File: src/rtl/rsb_pkg.sv
package rsb_pkg;

    localparam int SIDES    = 4;
    localparam int PAIRS    = 6;
    localparam int SGL_TRKS = 8;
    localparam int DBL_TRKS = 4;

    typedef enum logic [1:0] {
        SIDE_N = 2'd0,
        SIDE_E = 2'd1,
        SIDE_S = 2'd2,
        SIDE_W = 2'd3
    } side_e;

    typedef logic [PAIRS-1:0]            sw_t;
    typedef logic [SIDES-1:0]            side_vec_t;
    typedef logic [SIDES-1:0][SIDES-1:0] reach_t;

    typedef struct packed {
        side_vec_t val;
        side_vec_t vld;
        logic      clash;
    } pt_result_t;

    // Lower side of switch pair k (pair order: NE, NS, NW, ES, EW, SW)
    function automatic side_e pair_lo(input int k);
        case (k)
            0, 1, 2: return SIDE_N;
            3, 4:    return SIDE_E;
            default: return SIDE_S;
        endcase
    endfunction

    function automatic side_e pair_hi(input int k);
        case (k)
            0:       return SIDE_E;
            1, 3:    return SIDE_S;
            default: return SIDE_W;
        endcase
    endfunction

    // Which sides share a connected group through enabled switches
    function automatic reach_t sw_closure(input sw_t sw);
        reach_t r;
        reach_t n;
        r = '0;
        for (int i = 0; i < SIDES; i++) r[i][i] = 1'b1;
        for (int k = 0; k < PAIRS; k++) begin
            if (sw[k]) begin
                r[pair_lo(k)][pair_hi(k)] = 1'b1;
                r[pair_hi(k)][pair_lo(k)] = 1'b1;
            end
        end
        for (int pass = 0; pass < 2; pass++) begin
            n = r;
            for (int i = 0; i < SIDES; i++)
                for (int j = 0; j < SIDES; j++)
                    for (int m = 0; m < SIDES; m++)
                        if (r[i][m] && r[m][j]) n[i][j] = 1'b1;
            r = n;
        end
        return r;
    endfunction

    function automatic logic [2:0] count4(input side_vec_t v);
        logic [2:0] c;
        c = '0;
        for (int i = 0; i < SIDES; i++) c = c + {2'b00, v[i]};
        return c;
    endfunction

endpackage

File: src/rtl/rsb_cfg_chain.sv
module rsb_cfg_chain #(
    parameter int CFG_W = 72
) (
    input  logic             clk,
    input  logic             rst,
    input  logic             shift_en,
    input  logic             bit_in,
    input  logic             load_en,
    output logic [CFG_W-1:0] active
);

    logic [CFG_W-1:0] chain;

    always_ff @(posedge clk) begin
        if (rst) begin
            chain  <= '0;
            active <= '0;
        end else begin
            if (shift_en) chain <= {chain[CFG_W-2:0], bit_in};
            if (load_en)  active <= chain;
        end
    end

    AST_RESET_CLEAR: assert property (@(posedge clk) disable iff (rst)
        $fell(rst) |-> (active == '0));

    AST_HOLD_CFG: assert property (@(posedge clk) disable iff (rst)
        !load_en |=> $stable(active));

    AST_LOAD_COPY: assert property (@(posedge clk) disable iff (rst)
        load_en |=> (active == $past(chain)));

endmodule

File: src/rtl/rsb_point.sv
module rsb_point
    import rsb_pkg::*;
(
    input  sw_t        sw,
    input  side_vec_t  pin,
    input  side_vec_t  pdrv,
    output pt_result_t res
);

    reach_t    reach;
    side_vec_t grp [SIDES];
    logic      clash;

    always_comb begin
        reach = sw_closure(sw);
        clash = 1'b0;
        for (int s = 0; s < SIDES; s++) begin
            grp[s] = pdrv & reach[s];
            if (count4(grp[s]) >= 3'd2) clash = 1'b1;
        end
    end

    always_comb begin
        res.clash = clash;
        for (int s = 0; s < SIDES; s++) begin
            res.vld[s] = !clash && (count4(grp[s]) == 3'd1) && !pdrv[s];
            res.val[s] = res.vld[s] && |(grp[s] & pin);
        end
    end

endmodule

File: src/rtl/rsb_plane.sv
module rsb_plane
    import rsb_pkg::*;
#(
    parameter int NTRK = 8
) (
    input  logic [NTRK*PAIRS-1:0] sw_cfg,
    input  logic [SIDES*NTRK-1:0] bus_in,
    input  logic [SIDES*NTRK-1:0] bus_drv,
    output logic [SIDES*NTRK-1:0] bus_out,
    output logic [SIDES*NTRK-1:0] bus_vld,
    output logic [NTRK-1:0]       clash
);

    for (genvar t = 0; t < NTRK; t++) begin : g_trk
        side_vec_t  pi;
        side_vec_t  pd;
        pt_result_t pr;

        for (genvar s = 0; s < SIDES; s++) begin : g_side
            assign pi[s]             = bus_in[s*NTRK+t];
            assign pd[s]             = bus_drv[s*NTRK+t];
            assign bus_out[s*NTRK+t] = pr.val[s];
            assign bus_vld[s*NTRK+t] = pr.vld[s];
        end

        rsb_point u_pt (
            .sw  (sw_cfg[t*PAIRS +: PAIRS]),
            .pin (pi),
            .pdrv(pd),
            .res (pr)
        );

        assign clash[t] = pr.clash;
    end

endmodule

File: src/rtl/rsb_switch_box.sv
module rsb_switch_box
    import rsb_pkg::*;
#(
    parameter int SGL_TRK = SGL_TRKS,
    parameter int DBL_TRK = DBL_TRKS
) (
    input  logic                     cfg_clk,
    input  logic                     rst,
    input  logic                     cfg_shift,
    input  logic                     cfg_din,
    input  logic                     cfg_load,
    input  logic [SIDES*SGL_TRK-1:0] sgl_in,
    input  logic [SIDES*SGL_TRK-1:0] sgl_drv,
    output logic [SIDES*SGL_TRK-1:0] sgl_out,
    output logic [SIDES*SGL_TRK-1:0] sgl_vld,
    output logic [SGL_TRK-1:0]       sgl_clash,
    input  logic [SIDES*DBL_TRK-1:0] dbl_in,
    input  logic [SIDES*DBL_TRK-1:0] dbl_drv,
    output logic [SIDES*DBL_TRK-1:0] dbl_out,
    output logic [SIDES*DBL_TRK-1:0] dbl_vld,
    output logic [DBL_TRK-1:0]       dbl_clash
);

    localparam int SGL_CW = SGL_TRK * PAIRS;
    localparam int DBL_CW = DBL_TRK * PAIRS;
    localparam int CFG_W  = SGL_CW + DBL_CW;

    logic [CFG_W-1:0] active;

    rsb_cfg_chain #(.CFG_W(CFG_W)) u_cfg (
        .clk     (cfg_clk),
        .rst     (rst),
        .shift_en(cfg_shift),
        .bit_in  (cfg_din),
        .load_en (cfg_load),
        .active  (active)
    );

    rsb_plane #(.NTRK(SGL_TRK)) u_sgl (
        .sw_cfg (active[SGL_CW-1:0]),
        .bus_in (sgl_in),
        .bus_drv(sgl_drv),
        .bus_out(sgl_out),
        .bus_vld(sgl_vld),
        .clash  (sgl_clash)
    );

    rsb_plane #(.NTRK(DBL_TRK)) u_dbl (
        .sw_cfg (active[CFG_W-1:SGL_CW]),
        .bus_in (dbl_in),
        .bus_drv(dbl_drv),
        .bus_out(dbl_out),
        .bus_vld(dbl_vld),
        .clash  (dbl_clash)
    );

    AST_UNDRIVEN_LOW: assert property (@(posedge cfg_clk) disable iff (rst)
        ((sgl_out & ~sgl_vld) == '0) && ((dbl_out & ~dbl_vld) == '0));

    AST_DRIVER_SILENT: assert property (@(posedge cfg_clk) disable iff (rst)
        ((sgl_drv & sgl_vld) == '0) && ((dbl_drv & dbl_vld) == '0));

    for (genvar t = 0; t < SGL_TRK; t++) begin : g_sgl_chk
        side_vec_t sv;
        for (genvar s = 0; s < SIDES; s++) begin : g_s
            assign sv[s] = sgl_vld[s*SGL_TRK+t];
        end
        AST_CLASH_QUIET: assert property (@(posedge cfg_clk) disable iff (rst)
            sgl_clash[t] |-> (sv == '0));
    end

    for (genvar t = 0; t < DBL_TRK; t++) begin : g_dbl_chk
        side_vec_t dv;
        for (genvar s = 0; s < SIDES; s++) begin : g_s
            assign dv[s] = dbl_vld[s*DBL_TRK+t];
        end
        AST_CLASH_QUIET: assert property (@(posedge cfg_clk) disable iff (rst)
            dbl_clash[t] |-> (dv == '0));
    end

endmodule

File: config.mk
export PLATFORM = sky130hd
export DESIGN_NAME = rsb_switch_box
export DESIGN_NICKNAME = d
export VERILOG_FILES = /design/src/rtl/rsb_pkg.sv /design/src/rtl/rsb_cfg_chain.sv /design/src/rtl/rsb_point.sv /design/src/rtl/rsb_plane.sv /design/src/rtl/rsb_switch_box.sv
export SDC_FILE = /design/constraint.sdc
export NUM_CORES = 1
export LEC_CHECK = 0
export BUFFER_PORTS_ARGS = -buffer_cell sky130_fd_sc_hd__buf_2
export CORE_MARGIN = 5
export CORE_UTILIZATION = 59
export DETAILED_ROUTE_END_ITERATION = 7
export GPL_TIMING_DRIVEN = 0
export PLACE_DENSITY = 0.83
export SLEW_MARGIN = 10
export SYNTH_ARGS = -nofsm -noshare
export SYNTH_HDL_FRONTEND = slang
export SYNTH_HIERARCHICAL = 1
export SYNTH_SLANG_ARGS = --single-unit
File: constraint.sdc
create_clock -name cfg_clk -period 4.2 [get_ports cfg_clk]
set_input_delay 0.63 -clock cfg_clk [delete_from_list [all_inputs] [get_ports cfg_clk]]
set_output_delay 0.63 -clock cfg_clk [all_outputs]
set_load 0.01 [all_outputs]
Word-level counts from Yosys, hierarchy flattened
Index checks and enable logic that the tools add are counted.

word-level totals
  register bits after elaboration = 144
  output and inout bits = 108

cells by class
  reduce and logical (&&, ||, !) cells = 1692
  multiplexer cells = 2376
  add/subtract/negate cells = 144
  eq/ne operators = 48
  bitwise logic cells = 228
  order comparisons = 336

operators by type and width
  cell                count
  $or 16x16->16       132
  $mux 1              1728
  $logic_and 1x1->1   1584
  $demux 4 s2         144
  $mux 16             72
  $mux 4              144
  $lt 2x3->1 const B  144
  $and 4x4->4         96
  $demux 1 s2         144
  $ge 2x1->1 const B  144
  $mux 2              144
  $reduce_or 4->1     48
  $add 2x1->3         48
  $add 3x1->3         48
  $eq 3x1->1 const B  48
  $ge 3x2->1 const B  48
  $add 1x1->2         48
  $logic_not 1->1     60

Logic depth before layout (Yosys ltp)
Gate-level depths: netlist of run 1.

  depth after elaboration = 47
  mapped depth = 11

Modules after synthesis
Netlist of run 1, hierarchy kept.

modules (own cells, without submodules)
  module                               cells an instance  instances  area an instance (um^2)  seq. area each (um^2)
  rsb_cfg_chain                        464                1          5170.0                   2882.8
  rsb_point (u_dbl.g_trk[2].u_pt ...)  88                 5          681.9                    0.0
  rsb_point (u_dbl.g_trk[1].u_pt ...)  85                 5          648.1                    0.0
  rsb_point (u_dbl.g_trk[0].u_pt)      92                 1          676.9                    0.0
  rsb_point (u_sgl.g_trk[3].u_pt)      93                 1          676.9                    0.0

Least setup slack after synthesis of run 1
No wires, ideal clock.

  path type = reg-to-output
  from = register u_cfg.active[20]
  to = output port sgl_out[19]
  slack = 0.664 ns
  arrival time = 2.906 ns
  buffers on the path = 0
  cell stages (with the launch flop) = 12
  path through = dfxtp_1 o22ai_1 a22oi_1 and2_1 fa_1 ha_1 inv_1 ha_1 and4_1 inv_1 nor4_1 a21boi_0

on the way
  longest elaborated chain between the ends = 33
  elaborated cells on any way between the ends = 277

RTL lines
  what                                          line                  source
  start: declaration                            rsb_cfg_chain.sv:9    output logic [CFG_W-1:0] active
  start signal: assignment                      rsb_cfg_chain.sv:20   if (load_en) active <= chain;
  $mux 16 *                                     rsb_pkg.sv:49         if (sw[k]) begin
  $or 16x16->16 (no source line) (2 in series)  --
  $mux 16 *                                     rsb_pkg.sv:49
  $or 16x16->16 (no source line) (2 in series)  --
  $mux 16 *                                     rsb_pkg.sv:49
  $or 16x16->16 (no source line) (2 in series)  --
  $mux 16 *                                     rsb_pkg.sv:49
  $logic_and 1x1->1                             rsb_pkg.sv:59         if (r[i][m] && r[m][j]) n[i][j] = 1'b1;
  [13 not listed]                               --
  $ge 3x2->1                                    rsb_point.sv:19       if (count4(grp[s]) >= 3'd2) clash = 1'b1;
  $mux 1 (3 in series)                          rsb_point.sv:19
  $mux 1 *                                      rsb_point.sv:19
  net u_sgl.g_trk[3].u_pt.clash                 rsb_point.sv:12       logic clash;
  $logic_not 1->1 *                             rsb_point.sv:26       res.vld[s] = !clash && (count4(grp[s]) == 3'd1) && !pdrv[s];
  $logic_and 1x1->1 * (2 in series)             rsb_point.sv:26
  net sgl_vld[19]                               rsb_switch_box.sv:15  output logic [SIDES*SGL_TRK-1:0] sgl_vld,
  $logic_and 1x1->1 *                           rsb_point.sv:27       res.val[s] = res.vld[s] && |(grp[s] & pin);
  end: declaration                              rsb_switch_box.sv:14  output logic [SIDES*SGL_TRK-1:0] sgl_out,

Mark *: on every way through the listed nets, which the timed path passes. The rest lies on a longest branch.

Worst setup path in the final report of run 1
  from = register u_cfg.active[35]
  to = output port sgl_out[5]

on the way
  longest elaborated chain between the ends = 24
  elaborated cells on any way between the ends = 268

RTL lines
  what                               line             source
  $mux 16 *                          rsb_pkg.sv:49
  $logic_and 1x1->1                  rsb_pkg.sv:59
  $mux 1 (4 in series)               rsb_pkg.sv:59
  $logic_and 1x1->1                  rsb_pkg.sv:59
  $mux 1 (4 in series)               rsb_pkg.sv:59
  $and 4x4->4                        rsb_point.sv:18  grp[s] = pdrv & reach[s];
  $add 1x1->2                        rsb_pkg.sv:68    for (int i = 0; i < SIDES; i++) c = c + {2'b00, v[i]};
  $add 2x1->3                        rsb_pkg.sv:68
  $add 3x1->3                        rsb_pkg.sv:68
  $ge 3x2->1                         rsb_point.sv:19
  $mux 1 (3 in series)               rsb_point.sv:19
  $mux 1 *                           rsb_point.sv:19
  net u_sgl.g_trk[5].u_pt.clash      rsb_point.sv:12
  $logic_not 1->1 *                  rsb_point.sv:26
  $logic_and 1x1->1 * (2 in series)  rsb_point.sv:26
  $logic_and 1x1->1 *                rsb_point.sv:27

Marked as above.

==> reports/qor.txt, run 1 <==
PWR
----------------------------------------------------------------------------------------
VDD IR-drop max ...........................................................   0.000235 V
Power per unit of standard cell area ......................................   210 nW/µm²
Leakage dissipation .......................................................      7.23 nW

PLACEMENT
----------------------------------------------------------------------------------------
Post-placement cell area ..................................................    14600 µm²
Routability cong. .........................................................        0.907
Port buffer count .........................................................          205
HPWL Detailed .............................................................      23.4 mm

TIMING
----------------------------------------------------------------------------------------
Count of pins over their slew limit .......................................            0
Tightest Pin Transition ...................................................       458 ps
Total negative slack ......................................................         0 ps
Final clock skew ..........................................................      8.72 ps
Hold_ws ...................................................................       476 ps
Setup-failing EPs final ...................................................            0
Clock period minus worst slack ............................................      4070 ps
Headroom to the max-slew limit ............................................        69.5%
Peak clock frequency supported by timing ..................................    0.246 GHz
Portion of the clock cycle consumed by the worst path in the final layout .        96.8%
Number of hold-slack violations in the final timing report ................            0

FLOORPLAN
----------------------------------------------------------------------------------------
Core region area ..........................................................    21900 µm²
Starting Density ..........................................................        60.2%
Die X-Extent ..............................................................       159 µm
Die height ................................................................       159 µm
Number of standard-cell rows in the floorplan .............................           54
Die outline area ..........................................................    25400 µm²
Boundary Pins .............................................................          209

ROUTE
----------------------------------------------------------------------------------------
First-pass iteration count of the detailed router .........................            5
Via count .................................................................        12000
Detail-routed net length per standard cell ................................      15.2 µm
Post-detailed-route count of antenna-violating nets .......................            0
Sum of routed wire length over all layers .................................      31.0 mm
DR vias/cell ..............................................................         5.87
DRC marker count from the first detailed-route iteration ..................          820
Drc violations ............................................................            0

RUN STATUS
----------------------------------------------------------------------------------------
Run status ................................................................ finished clean

CLOCK NETWORK
----------------------------------------------------------------------------------------
TritonCTS Sinks ...........................................................          144
CTS Hold Bufs .............................................................            0
Total number of H-tree levels .............................................            4
Clock-pin slew on the worst setup and hold paths ..........................        60 ps
Clk Tree Root Cell ........................................................ sky130_fd_sc_hd__clkbuf_16
Buffers from clock root to sink, at most ..................................            2
Clock buffers created by TritonCTS ........................................           17
CTS tree ..................................................................         done
Worst-Skew Late Latency ...................................................       420 ps

FINISH
----------------------------------------------------------------------------------------
Finished Core Util ........................................................        70.8%
Share of post-route cells with drive strength above 1 .....................        25.7%
Area growth, synth to finish ..............................................        17.7%
Total non-filler cell area in the finished layout .........................    15500 µm²
Antenna Cells .............................................................            0
Total number of nets in the final design ..................................         2039

GLOBAL ROUTING
----------------------------------------------------------------------------------------
Met3 layer usage reported by global route .................................        4.01%
Total gr overflow .........................................................            0
Met2 Resource Use GR ......................................................        40.6%
Antenna violations before repair ..........................................            1
Peak-usage layer in the global routing report .............................         met2
Pin count of the biggest net entering global routing ......................           17
Global-route wire length before repair ....................................      53.0 mm
M1 GR Usage ...............................................................        30.8%
Via count of the first global-routing pass ................................        11700
Overall track demand over capacity in global routing ......................        23.4%

SETUP PATH
----------------------------------------------------------------------------------------
Crit path required time ...................................................      3570 ps
Arrival time reported for the critical path endpoint ......................      3440 ps
Slowest cell on the critical path ......................................... sky130_fd_sc_hd__or4_4
CP startpoint kind ........................................................         flop
Cell repeated most along the worst path ................................... sky130_fd_sc_hd__ha_1
Crit path capture type ....................................................  output port
Critical path class .......................................................   reg -> out
Series of cell instances along the critical path .......................... o22ai_1 > a22oi_2 > and2_1 > fa_1 > ha_1 > inv_1 > ha_1 > nand4_1 > or4_4 > a31oi_1 > buf_2
Worst path max stage delay ................................................       540 ps
Critical path peak fanout .................................................            8

LOGIC SYNTHESIS
----------------------------------------------------------------------------------------
Post-synthesis net count ..................................................         1807
Register bit count reported by yosys ......................................          144
Cell area after technology mapping ........................................    13200 µm²
Average size of a mapped cell .............................................     8.70 µm²
Unique cell type count in the Yosys netlist ...............................           45
Number of synthesized flops with an enable pin ............................            0
Yosys Warn Count ..........................................................            6
Post-synth top flop ....................................................... sky130_fd_sc_hd__dfxtp_1
Synthesized instance count ................................................         1514
Ys async rst share ........................................................           0%
Portion of the post-synthesis area used by sequential elements ............        21.9%

FLOW RUN
----------------------------------------------------------------------------------------
Maximum Capacitance Violations ............................................            0

WORST HOLD PATH
----------------------------------------------------------------------------------------
Type of the tightest min-delay check ......................................    in -> reg

[per-layer routing]
metal	wire, µm	vias up
met3	1510	43
met5	13	-
met1	13700	5734
li1	-	5840
met2	15400	345
met4	372	2
[worst max-delay path, delay by kind of cell (launching register included)]
| family | cells | cell delay [ps] |
|---|---|---|
| compound gates | 3 | 600 |
| flops | 1 | 410 |
| buf+inv | 2 | 210 |
| fa+ha+maj | 3 | 850 |
| simple gates | 3 | 940 |
[stage by stage]
step | total power [mW] | cells | worst slack (ps)
after global routing | 3.38 | 2037 | -27.6
after CTS | 3.27 | 2031 | -41.4
final | 3.25 | 2037 | 135
after floorplan | 1.62 | 1514 | 664
after detailed placement | 1.79 | 1999 | 316
after global placement | 1.79 | 1999 | 418
[cell usage in the layout (no fill, tap or decap), types with 14 or more instances in the layout]
cell,n
sky130_fd_sc_hd__a21boi_1,17
sky130_fd_sc_hd__a22oi_1,18
sky130_fd_sc_hd__a22oi_2,33
sky130_fd_sc_hd__a31oi_1,29
sky130_fd_sc_hd__a32oi_1,45
sky130_fd_sc_hd__and2_1,110
sky130_fd_sc_hd__and2_2,29
sky130_fd_sc_hd__and3_1,34
sky130_fd_sc_hd__buf_2,212
sky130_fd_sc_hd__buf_4,21
sky130_fd_sc_hd__buf_8,14
sky130_fd_sc_hd__clkbuf_16,17
sky130_fd_sc_hd__dfxtp_1,110
sky130_fd_sc_hd__dfxtp_2,34
sky130_fd_sc_hd__fa_1,48
sky130_fd_sc_hd__ha_1,144
sky130_fd_sc_hd__inv_1,130
sky130_fd_sc_hd__mux2i_1,144
sky130_fd_sc_hd__nand2_1,57
sky130_fd_sc_hd__nand2b_1,33
sky130_fd_sc_hd__nor2_1,211
sky130_fd_sc_hd__nor4_2,25
sky130_fd_sc_hd__o21ai_0,25
sky130_fd_sc_hd__o21ai_1,30
sky130_fd_sc_hd__o22ai_1,25
[cells in the mapped netlist (6+ instances only)]
master / n / area (µm²)
sky130_fd_sc_hd__buf_8: 14 / 210
sky130_fd_sc_hd__buf_4: 13 / 97.6
sky130_fd_sc_hd__nor4_2: 16 / 200
sky130_fd_sc_hd__a32oi_1: 45 / 394
sky130_fd_sc_hd__ha_1: 144 / 1800
sky130_fd_sc_hd__mux2i_1: 144 / 1440
sky130_fd_sc_hd__a32o_1: 6 / 60.1
sky130_fd_sc_hd__and2_1: 110 / 688
sky130_fd_sc_hd__nand2b_1: 33 / 206
sky130_fd_sc_hd__and2_2: 29 / 218
sky130_fd_sc_hd__nor4b_1: 10 / 87.6
sky130_fd_sc_hd__a41oi_1: 7 / 61.3
sky130_fd_sc_hd__buf_2: 7 / 35.0
sky130_fd_sc_hd__a21oi_1: 7 / 35.0
sky130_fd_sc_hd__fa_1: 48 / 961
sky130_fd_sc_hd__o21ai_0: 37 / 185
sky130_fd_sc_hd__o21ai_2: 7 / 61.3
sky130_fd_sc_hd__o31a_1: 6 / 52.6
sky130_fd_sc_hd__clkbuf_1: 8 / 30.0
sky130_fd_sc_hd__a22oi_1: 43 / 323
sky130_fd_sc_hd__and3_1: 34 / 213
sky130_fd_sc_hd__o21ai_1: 18 / 90.1
sky130_fd_sc_hd__dfxtp_1: 144 / 2880
sky130_fd_sc_hd__nor2_1: 211 / 792
sky130_fd_sc_hd__nand2_1: 57 / 214
sky130_fd_sc_hd__a22oi_2: 8 / 100
sky130_fd_sc_hd__and4_1: 6 / 52.6
sky130_fd_sc_hd__inv_1: 130 / 488
sky130_fd_sc_hd__a21boi_0: 12 / 90.1
sky130_fd_sc_hd__nand4_1: 11 / 68.8
sky130_fd_sc_hd__a31oi_1: 30 / 188
sky130_fd_sc_hd__a21boi_1: 16 / 120
sky130_fd_sc_hd__nand3_1: 10 / 50.1
sky130_fd_sc_hd__inv_2: 11 / 41.3
sky130_fd_sc_hd__nor4_1: 17 / 106
sky130_fd_sc_hd__nor2_2: 7 / 43.8
sky130_fd_sc_hd__o22ai_1: 25 / 156
[registers in the layout, summed over array words and instances, names as in the netlist]
name,flops
u_cfg/chain,72
u_cfg/active,72
[report_power, final]
part | total, mW | switching, mW | internal, mW
Sequential | 1.37 | 0.00201 | 1.37
Combinational | 0.403 | 0.230 | 0.173
Clock | 1.48 | 0.553 | 0.928
Total | 3.25 | 0.785 | 2.47
[cell type report]
type,count,area [µm²]
multi-input cells,1185,9630
fillers,1731,6380
flip-flops and latches,144,2930
repair buffers,213,1090
inverters,141,529
clock buffers,21,480
plain buffers,44,395
well taps,280,350
clock inverters,9,109
[repair_timing]
action,CTS,global route
setup endpoints to repair,11,43
buffers inserted,2,6
pin swaps,3,11
gates resized for setup,23,71
[kinds of logic (layout without fill, tap and decap cells)]
kind of cell,count (synthesis),after routing,share of synthesized area (%)
AND/OR/NAND/NOR,562,562,23.0
multiplexers,144,144,10.9
AO/OA/AOI/OAI,287,287,16.2
adder cells (fa/ha/maj),192,192,21.0
buffers and inverters,185,428,7.02
flip-flops,144,144,21.9
[path summary, 6_finish.rpt]
check,cells past startpoint,slack [ps],end,startpoint
worst min-delay path,3,480,u_cfg/chain[0]$_SDFFE_PP0P_,cfg_din
worst max-delay path,11,130,sgl_out[5],u_cfg/active[35]$_SDFFE_PP0P_
worst min register to register,2,500,u_cfg/chain[71]$_SDFFE_PP0P_,u_cfg/chain[71]$_SDFFE_PP0P_
worst max register to register,2,3420,u_cfg/active[68]$_SDFFE_PP0P_,u_cfg/active[68]$_SDFFE_PP0P_
No activity file was read; power rests on OpenSTA's default activity.
==> run 2: changes to the inputs <==
--- a/config.mk
+++ b/config.mk
@@ -7,10 +7,11 @@
 export LEC_CHECK = 0
 export BUFFER_PORTS_ARGS = -buffer_cell sky130_fd_sc_hd__buf_2
 export CORE_MARGIN = 5
-export CORE_UTILIZATION = 59
+export CORE_UTILIZATION = 60
+export CTS_BUF_LIST = sky130_fd_sc_hd__clkbuf_2 sky130_fd_sc_hd__clkbuf_4 sky130_fd_sc_hd__clkbuf_8
 export DETAILED_ROUTE_END_ITERATION = 7
 export GPL_TIMING_DRIVEN = 0
-export PLACE_DENSITY = 0.83
+export PLACE_DENSITY = 0.84
 export SLEW_MARGIN = 10
 export SYNTH_ARGS = -nofsm -noshare
 export SYNTH_HDL_FRONTEND = slang
==> run 2 against run 1 <==
Net effect: total power fell by 9.9%; fmax fell by 1.0%; combinational power hardly changed; critical path type unchanged; final area down 1.0%; wire length is 0.46% lower.
==> reports/qor.txt, run 2 (synthesized netlist as in run 1, its figures left out) <==
ROUTE
----------------------------------------------------------------------------------------
DRC marker count from the first detailed-route iteration ..................          740
Via count .................................................................        11900
DR vias/cell ..............................................................         5.82
Drc violations ............................................................            0
First-pass iteration count of the detailed router .........................            6
Sum of routed wire length over all layers .................................      30.8 mm
Post-detailed-route count of antenna-violating nets .......................            0
Detail-routed net length per standard cell ................................      15.1 µm

PLACEMENT
----------------------------------------------------------------------------------------
Routability cong. .........................................................        0.914
Number of instances in the placed design ..................................         1999
Port buffer count .........................................................          205
Placement-stage worst setup slack .........................................       291 ps
Post-placement cell area ..................................................    14600 µm²
HPWL Detailed .............................................................      23.1 mm

SETUP PATH
----------------------------------------------------------------------------------------
CP startpoint kind ........................................................         flop
Crit path max-delay family ................................................ simple AND/OR/NAND/NOR gates
Critical path peak fanout .................................................            8
Buf/Inv on CP .............................................................            2
Slowest cell on the critical path ......................................... sky130_fd_sc_hd__or4_4
Crit path required time ...................................................      3570 ps
Series of cell instances along the critical path .......................... o21a_1 > o2bb2ai_2 > nand2_1 > and2_1 > fa_1 > ha_1 > inv_1 > ha_1 > nand4_1 > or4_4 > a31oi_1 > buf_2
Crit path capture type ....................................................  output port
Worst path max stage delay ................................................       570 ps
Critical path class .......................................................   reg -> out
Cell repeated most along the worst path ................................... sky130_fd_sc_hd__ha_1
Arrival time reported for the critical path endpoint ......................      3480 ps

PWR
----------------------------------------------------------------------------------------
Power per unit of standard cell area ......................................   191 nW/µm²
Leakage dissipation .......................................................      7.17 nW
VDD IR-drop max ...........................................................   0.000199 V

CLOCK NETWORK
----------------------------------------------------------------------------------------
Clk Tree Root Cell ........................................................ sky130_fd_sc_hd__clkbuf_8
Total number of H-tree levels .............................................            4
TritonCTS Sinks ...........................................................          144
Clock-pin slew on the worst setup and hold paths ..........................        70 ps
Buffers from clock root to sink, at most ..................................            2
Clock buffers created by TritonCTS ........................................           17
Worst-Skew Late Latency ...................................................       420 ps
CTS tree ..................................................................         done

GLOBAL ROUTING
----------------------------------------------------------------------------------------
Total gr overflow .........................................................            0
Via count of the first global-routing pass ................................        11500
Antenna violations before repair ..........................................            1
Global-route wire length before repair ....................................      51.0 mm
Pin count of the biggest net entering global routing ......................           17
Overall track demand over capacity in global routing ......................        23.5%

FLOORPLAN
----------------------------------------------------------------------------------------
Core region area ..........................................................    21700 µm²
Die outline area ..........................................................    25000 µm²
Die X-Extent ..............................................................       158 µm
Number of standard-cell rows in the floorplan .............................           54
Die height ................................................................       158 µm
Starting Density ..........................................................        60.7%
Boundary Pins .............................................................          209

FINISH
----------------------------------------------------------------------------------------
Antenna Cells .............................................................            0
Share of post-route cells with drive strength above 1 .....................        26.0%
Finished Core Util ........................................................        70.8%
Commonest non-fill, non-tap cell in the layout ............................ sky130_fd_sc_hd__buf_2
Commonest cells after routing, fill and taps aside ........................ sky130_fd_sc_hd__buf_2, sky130_fd_sc_hd__nor2_1, sky130_fd_sc_hd__mux2i_1, sky130_fd_sc_hd__ha_1, sky130_fd_sc_hd__inv_1
Area growth, synth to finish ..............................................        16.5%
Total non-filler cell area in the finished layout .........................    15300 µm²
Total number of nets in the final design ..................................         2041
Largest registers ......................................................... u_cfg/active x72, u_cfg/chain x72
Fin cells .................................................................         2039

TIMING
----------------------------------------------------------------------------------------
Final clock skew ..........................................................      8.74 ps
Tightest Pin Transition ...................................................       544 ps
Clock period minus worst slack ............................................      4110 ps
Portion of the clock cycle consumed by the worst path in the final layout .        97.8%
Fin worst setup slack .....................................................      93.8 ps
Number of hold-slack violations in the final timing report ................            0
Count of pins over their slew limit .......................................            0
Headroom to the max-slew limit ............................................        63.4%
Setup-failing EPs final ...................................................            0
Unrepaired setup endpoints after global routing ...........................         true
Peak clock frequency supported by timing ..................................    0.244 GHz

WORST HOLD PATH
----------------------------------------------------------------------------------------
Type of the tightest min-delay check ......................................    in -> reg

RUN STATUS
----------------------------------------------------------------------------------------
Run status ................................................................ finished clean

FLOW RUN
----------------------------------------------------------------------------------------
Maximum Capacitance Violations ............................................            0

-- run 2: cell types whose count changed in the layout (fill, tap and decap cells not counted), moves of 3 or more --
| cell | before | now |
|---|---|---|
| sky130_fd_sc_hd__clkbuf_16 | 17 | 0 |
| sky130_fd_sc_hd__nor4_1 | 7 | 10 |
| sky130_fd_sc_hd__dfxtp_1 | 110 | 105 |
| sky130_fd_sc_hd__dfxtp_2 | 34 | 39 |
| sky130_fd_sc_hd__clkbuf_8 | 4 | 18 |
-- run 2: cell type report --
type,instances,area (µm²)
timing repair buffer,215,1100
multi-input combinational,1185,9610
sequential,144,2930
clock buffer,20,263
inverter,141,529
buffer,44,395
fill,1689,6340
tap,280,350
clock inverter,10,163
-- run 2: per-stage QoR --
step	setup TNS [ps]	hold slack [ps]	total power [mW]
final	0	485	2.93
after global placement	0	475	1.78
after floorplan	0	460	1.62
after detailed placement	0	485	1.79
after global routing	-228	517	3.06
after CTS	0	459	2.95
-- run 2: power by group --
| group | switching [mW] | internal, mW |
|---|---|---|
| combinational | 0.228 | 0.173 |
| clock | 0.495 | 0.670 |
| sequential | 0.00210 | 1.37 |
-- run 2: tightest hold or removal path, stage by stage --
cell                      delay (ps)
sky130_fd_sc_hd__buf_2            80
sky130_fd_sc_hd__mux2i_1          70
sky130_fd_sc_hd__nor2_1           80
-- run 2: layer usage --
metal	global-route usage [%]	routed length, µm	up-vias
met5	0	11	-
met4	4.31	190	2
met3	3.17	1460	24
met2	42.5	15700	311
met1	30.3	13500	5704
li1	-	-	5820
-- run 2: path summary, 6_finish.rpt --
check | slack (ps) | from | endpoint | cells past startpoint
worst max register to register | 3440 | u_cfg/active[29]$_SDFFE_PP0P_ | u_cfg/active[29]$_SDFFE_PP0P_ | 2
worst min-delay path | 490 | cfg_din | u_cfg/chain[0]$_SDFFE_PP0P_ | 3
worst min register to register | 500 | u_cfg/chain[71]$_SDFFE_PP0P_ | u_cfg/chain[71]$_SDFFE_PP0P_ | 2
worst max-delay path | 90 | u_cfg/active[29]$_SDFFE_PP0P_ | sgl_out[4] | 12
-- run 2: repair_timing --
| item | CTS | global route |
|---|---|---|
| hold buffers | 0 | 0 |
| resized for setup | 23 | 74 |
| pin swaps | 1 | 8 |
| endpoints found under the hold margin | 0 | 0 |
| buffers inserted | 1 | 9 |
| setup endpoints to repair | 9 | 47 |
==> run 3: changes to the inputs <==
--- a/config.mk
+++ b/config.mk
@@ -6,12 +6,13 @@
 export NUM_CORES = 1
 export LEC_CHECK = 0
 export BUFFER_PORTS_ARGS = -buffer_cell sky130_fd_sc_hd__buf_2
+export CAP_MARGIN = 20
 export CORE_MARGIN = 5
 export CORE_UTILIZATION = 60
 export CTS_BUF_LIST = sky130_fd_sc_hd__clkbuf_2 sky130_fd_sc_hd__clkbuf_4 sky130_fd_sc_hd__clkbuf_8
 export DETAILED_ROUTE_END_ITERATION = 7
 export GPL_TIMING_DRIVEN = 0
-export PLACE_DENSITY = 0.84
+export PLACE_DENSITY_LB_ADDON = 0.05
 export SLEW_MARGIN = 10
 export SYNTH_ARGS = -nofsm -noshare
 export SYNTH_HDL_FRONTEND = slang
==> run 3 against run 2 <==
Net effect: clock power decreased by 11%; sequential share of layout area increased by 0.15 points; die area unchanged; first-iteration DRC count decreased by 7.6%; critical path type unchanged.
==> reports/qor.txt, run 3 (synthesized netlist as in run 1, its figures left out) <==
PWR
----------------------------------------------------------------------------------------
Portion of total power attributed to the clock network ....................        36.9%
Switching power total .....................................................       765 µW
Part of the power in registers ............................................        48.9%
Leakage dissipation .......................................................      7.16 nW
Switch share ..............................................................        27.4%
Power per unit of standard cell area ......................................   182 nW/µm²
Internal power summed over all cells ......................................      2.03 mW
Comb power frac ...........................................................        14.3%
VDD IR-drop max ...........................................................   0.000254 V

TIMING
----------------------------------------------------------------------------------------
Number of hold-slack violations in the final timing report ................            0
Setup-failing EPs final ...................................................            0
Tightest Pin Transition ...................................................       488 ps
Fin worst setup slack .....................................................       156 ps
Total negative slack ......................................................         0 ps
Headroom to the max-slew limit ............................................        67.4%
Hold_ws ...................................................................       464 ps
Clock period minus worst slack ............................................      4040 ps
Count of pins over their slew limit .......................................            0
Peak clock frequency supported by timing ..................................    0.247 GHz
Portion of the clock cycle consumed by the worst path in the final layout .        96.3%
Final clock skew ..........................................................      10.0 ps

FLOORPLAN
----------------------------------------------------------------------------------------
Die outline area ..........................................................    25000 µm²
Boundary Pins .............................................................          209
Die X-Extent ..............................................................       158 µm
Starting Density ..........................................................        60.7%
Core region area ..........................................................    21700 µm²
Number of standard-cell rows in the floorplan .............................           54
Die height ................................................................       158 µm

ROUTE
----------------------------------------------------------------------------------------
Via count .................................................................        11700
Drc violations ............................................................            0
Post-detailed-route count of antenna-violating nets .......................            0
DR vias/cell ..............................................................         5.71
DRC marker count from the first detailed-route iteration ..................          684
Sum of routed wire length over all layers .................................      29.6 mm
Detail-routed net length per standard cell ................................      14.5 µm
First-pass iteration count of the detailed router .........................            5

SETUP PATH
----------------------------------------------------------------------------------------
Worst path max stage delay ................................................       540 ps
Critical path class .......................................................   reg -> out
Cell repeated most along the worst path ................................... sky130_fd_sc_hd__ha_1
Crit path max-delay family ................................................ simple AND/OR/NAND/NOR gates
Buf/Inv on CP .............................................................            2
Arrival time reported for the critical path endpoint ......................      3410 ps
Crit path capture type ....................................................  output port
CP startpoint kind ........................................................         flop
Critical path peak fanout .................................................            9
Crit path required time ...................................................      3570 ps
Series of cell instances along the critical path .......................... o21a_1 > o2bb2ai_4 > nand2_1 > and2_1 > fa_1 > ha_1 > inv_1 > ha_1 > nand4_1 > or4_4 > a31oi_1 > buf_2
Slowest cell on the critical path ......................................... sky130_fd_sc_hd__or4_4

RUN STATUS
----------------------------------------------------------------------------------------
Run status ................................................................ finished clean

CLOCK NETWORK
----------------------------------------------------------------------------------------
Total number of H-tree levels .............................................            4
Worst-Skew Late Latency ...................................................       420 ps
TritonCTS Sinks ...........................................................          144
Buffers from clock root to sink, at most ..................................            2
Clk Tree Root Cell ........................................................ sky130_fd_sc_hd__clkbuf_8
Clock-pin slew on the worst setup and hold paths ..........................        80 ps
Clock buffers created by TritonCTS ........................................           17
CTS Hold Bufs .............................................................            0
CTS tree ..................................................................         done

FLOW RUN
----------------------------------------------------------------------------------------
Maximum Capacitance Violations ............................................            0

FINISH
----------------------------------------------------------------------------------------
Total number of nets in the final design ..................................         2042
Fin cells .................................................................         2042
Share of post-route cells with drive strength above 1 .....................        26.5%
Largest registers ......................................................... u_cfg/active x72, u_cfg/chain x72
Layout filler cell count ..................................................         1794
Commonest cells after routing, fill and taps aside ........................ sky130_fd_sc_hd__buf_2, sky130_fd_sc_hd__nor2_1, sky130_fd_sc_hd__mux2i_1
Area growth, synth to finish ..............................................        16.4%
Commonest non-fill, non-tap cell in the layout ............................ sky130_fd_sc_hd__buf_2

PLACEMENT
----------------------------------------------------------------------------------------
HPWL Detailed .............................................................      22.7 mm
Placement-stage worst setup slack .........................................       332 ps
Port buffer count .........................................................          205
Routability cong. .........................................................        0.857
Number of instances in the placed design ..................................         1999

GLOBAL ROUTING
----------------------------------------------------------------------------------------
Overall track demand over capacity in global routing ......................        23.0%
Total gr overflow .........................................................            0
Global-route wire length before repair ....................................      49.6 mm
Via count of the first global-routing pass ................................        11000
Pin count of the biggest net entering global routing ......................           17
Antenna violations before repair ..........................................            2

WORST HOLD PATH
----------------------------------------------------------------------------------------
Type of the tightest min-delay check ......................................    in -> reg

[run 3: cell types whose count changed in the layout (fill, tap and decap cells not counted), moves of 3 or more]
cell	delta
sky130_fd_sc_hd__inv_6	+5
sky130_fd_sc_hd__bufinv_16	-3
sky130_fd_sc_hd__dfxtp_1	-7
sky130_fd_sc_hd__a22oi_1	+3
sky130_fd_sc_hd__a22oi_2	-3
sky130_fd_sc_hd__dfxtp_4	+5
[run 3: timing repair]
item,in CTS,in global routing
buffers inserted,1,10
gates cloned,0,0
pin swaps,1,12
gates resized for setup,26,88
endpoints found under the setup margin,11,47
[run 3: path summary, 6_finish.rpt]
kind / start / end / slack (ps) / cells past startpoint
max: u_cfg/active[28]$_SDFFE_PP0P_ / sgl_out[4] / 160 / 12
min: cfg_din / u_cfg/chain[0]$_SDFFE_PP0P_ / 460 / 3
max reg2reg: u_cfg/active[51]$_SDFFE_PP0P_ / u_cfg/active[51]$_SDFFE_PP0P_ / 3410 / 2
min reg2reg: u_cfg/chain[44]$_SDFFE_PP0P_ / u_cfg/active[44]$_SDFFE_PP0P_ / 530 / 2
[run 3: routing by layer]
metal / share of wire, % / GRT usage (%) / vias up
met2: 48 / 39.3 / 268
met3: 4.6 / 3.36 / 27
met5: 0.044 / 0 / -
met1: 46 / 31.1 / 5530
met4: 0.94 / 4.59 / 2
li1: - / - / 5843
[run 3: worst reg2reg max path, delay by kind of cell (launching register included)]
family / cells / cell delay, ps
DFF: 1 / 500
muxes: 1 / 130
and+or+nand+nor: 1 / 100
[run 3: power by group through the flow]
| stage | combinational, mW | sequential, mW | clock [mW] |
|---|---|---|---|
| 4_1_cts | 0.395 | 1.37 | 1.05 |
| 2_1_floorplan | 0.224 | 1.40 | 0 |
| 3_5_place_dp | 0.392 | 1.40 | 0 |
| 3_3_place_gp | 0.387 | 1.40 | 0 |
| 6_report | 0.398 | 1.36 | 1.03 |
| 5_1_grt | 0.439 | 1.36 | 1.12 |
[run 3: layout make-up]
type / count / area (µm²) / area share (%)
Clock inverter: 13 / 130 / 0.848
Sequential cell: 144 / 2950 / 19.3
Antenna cell: 1 / 2.50 / 0.0163
Tap cell: 280 / 350 / 2.28
Inverter: 141 / 529 / 3.45
Clock buffer: 18 / 248 / 1.62
Buffer: 44 / 395 / 2.58
Multi-Input combinational cell: 1185 / 9620 / 62.7
Timing Repair Buffer: 216 / 1110 / 7.23
[run 3: stage by stage]
| stage | utilization [%] | cell area (µm²) | power, mW |
|---|---|---|---|
| 2_1_floorplan | - | 13200 | 1.62 |
| 3_3_place_gp | 67.1 | 14600 | 1.79 |
| 3_5_place_dp | 67.1 | 14600 | 1.79 |
| 4_1_cts | 69.3 | 15000 | 2.82 |
| 5_1_grt | 70.7 | 15300 | 2.92 |
| 6_report | 70.7 | 15300 | 2.79 |
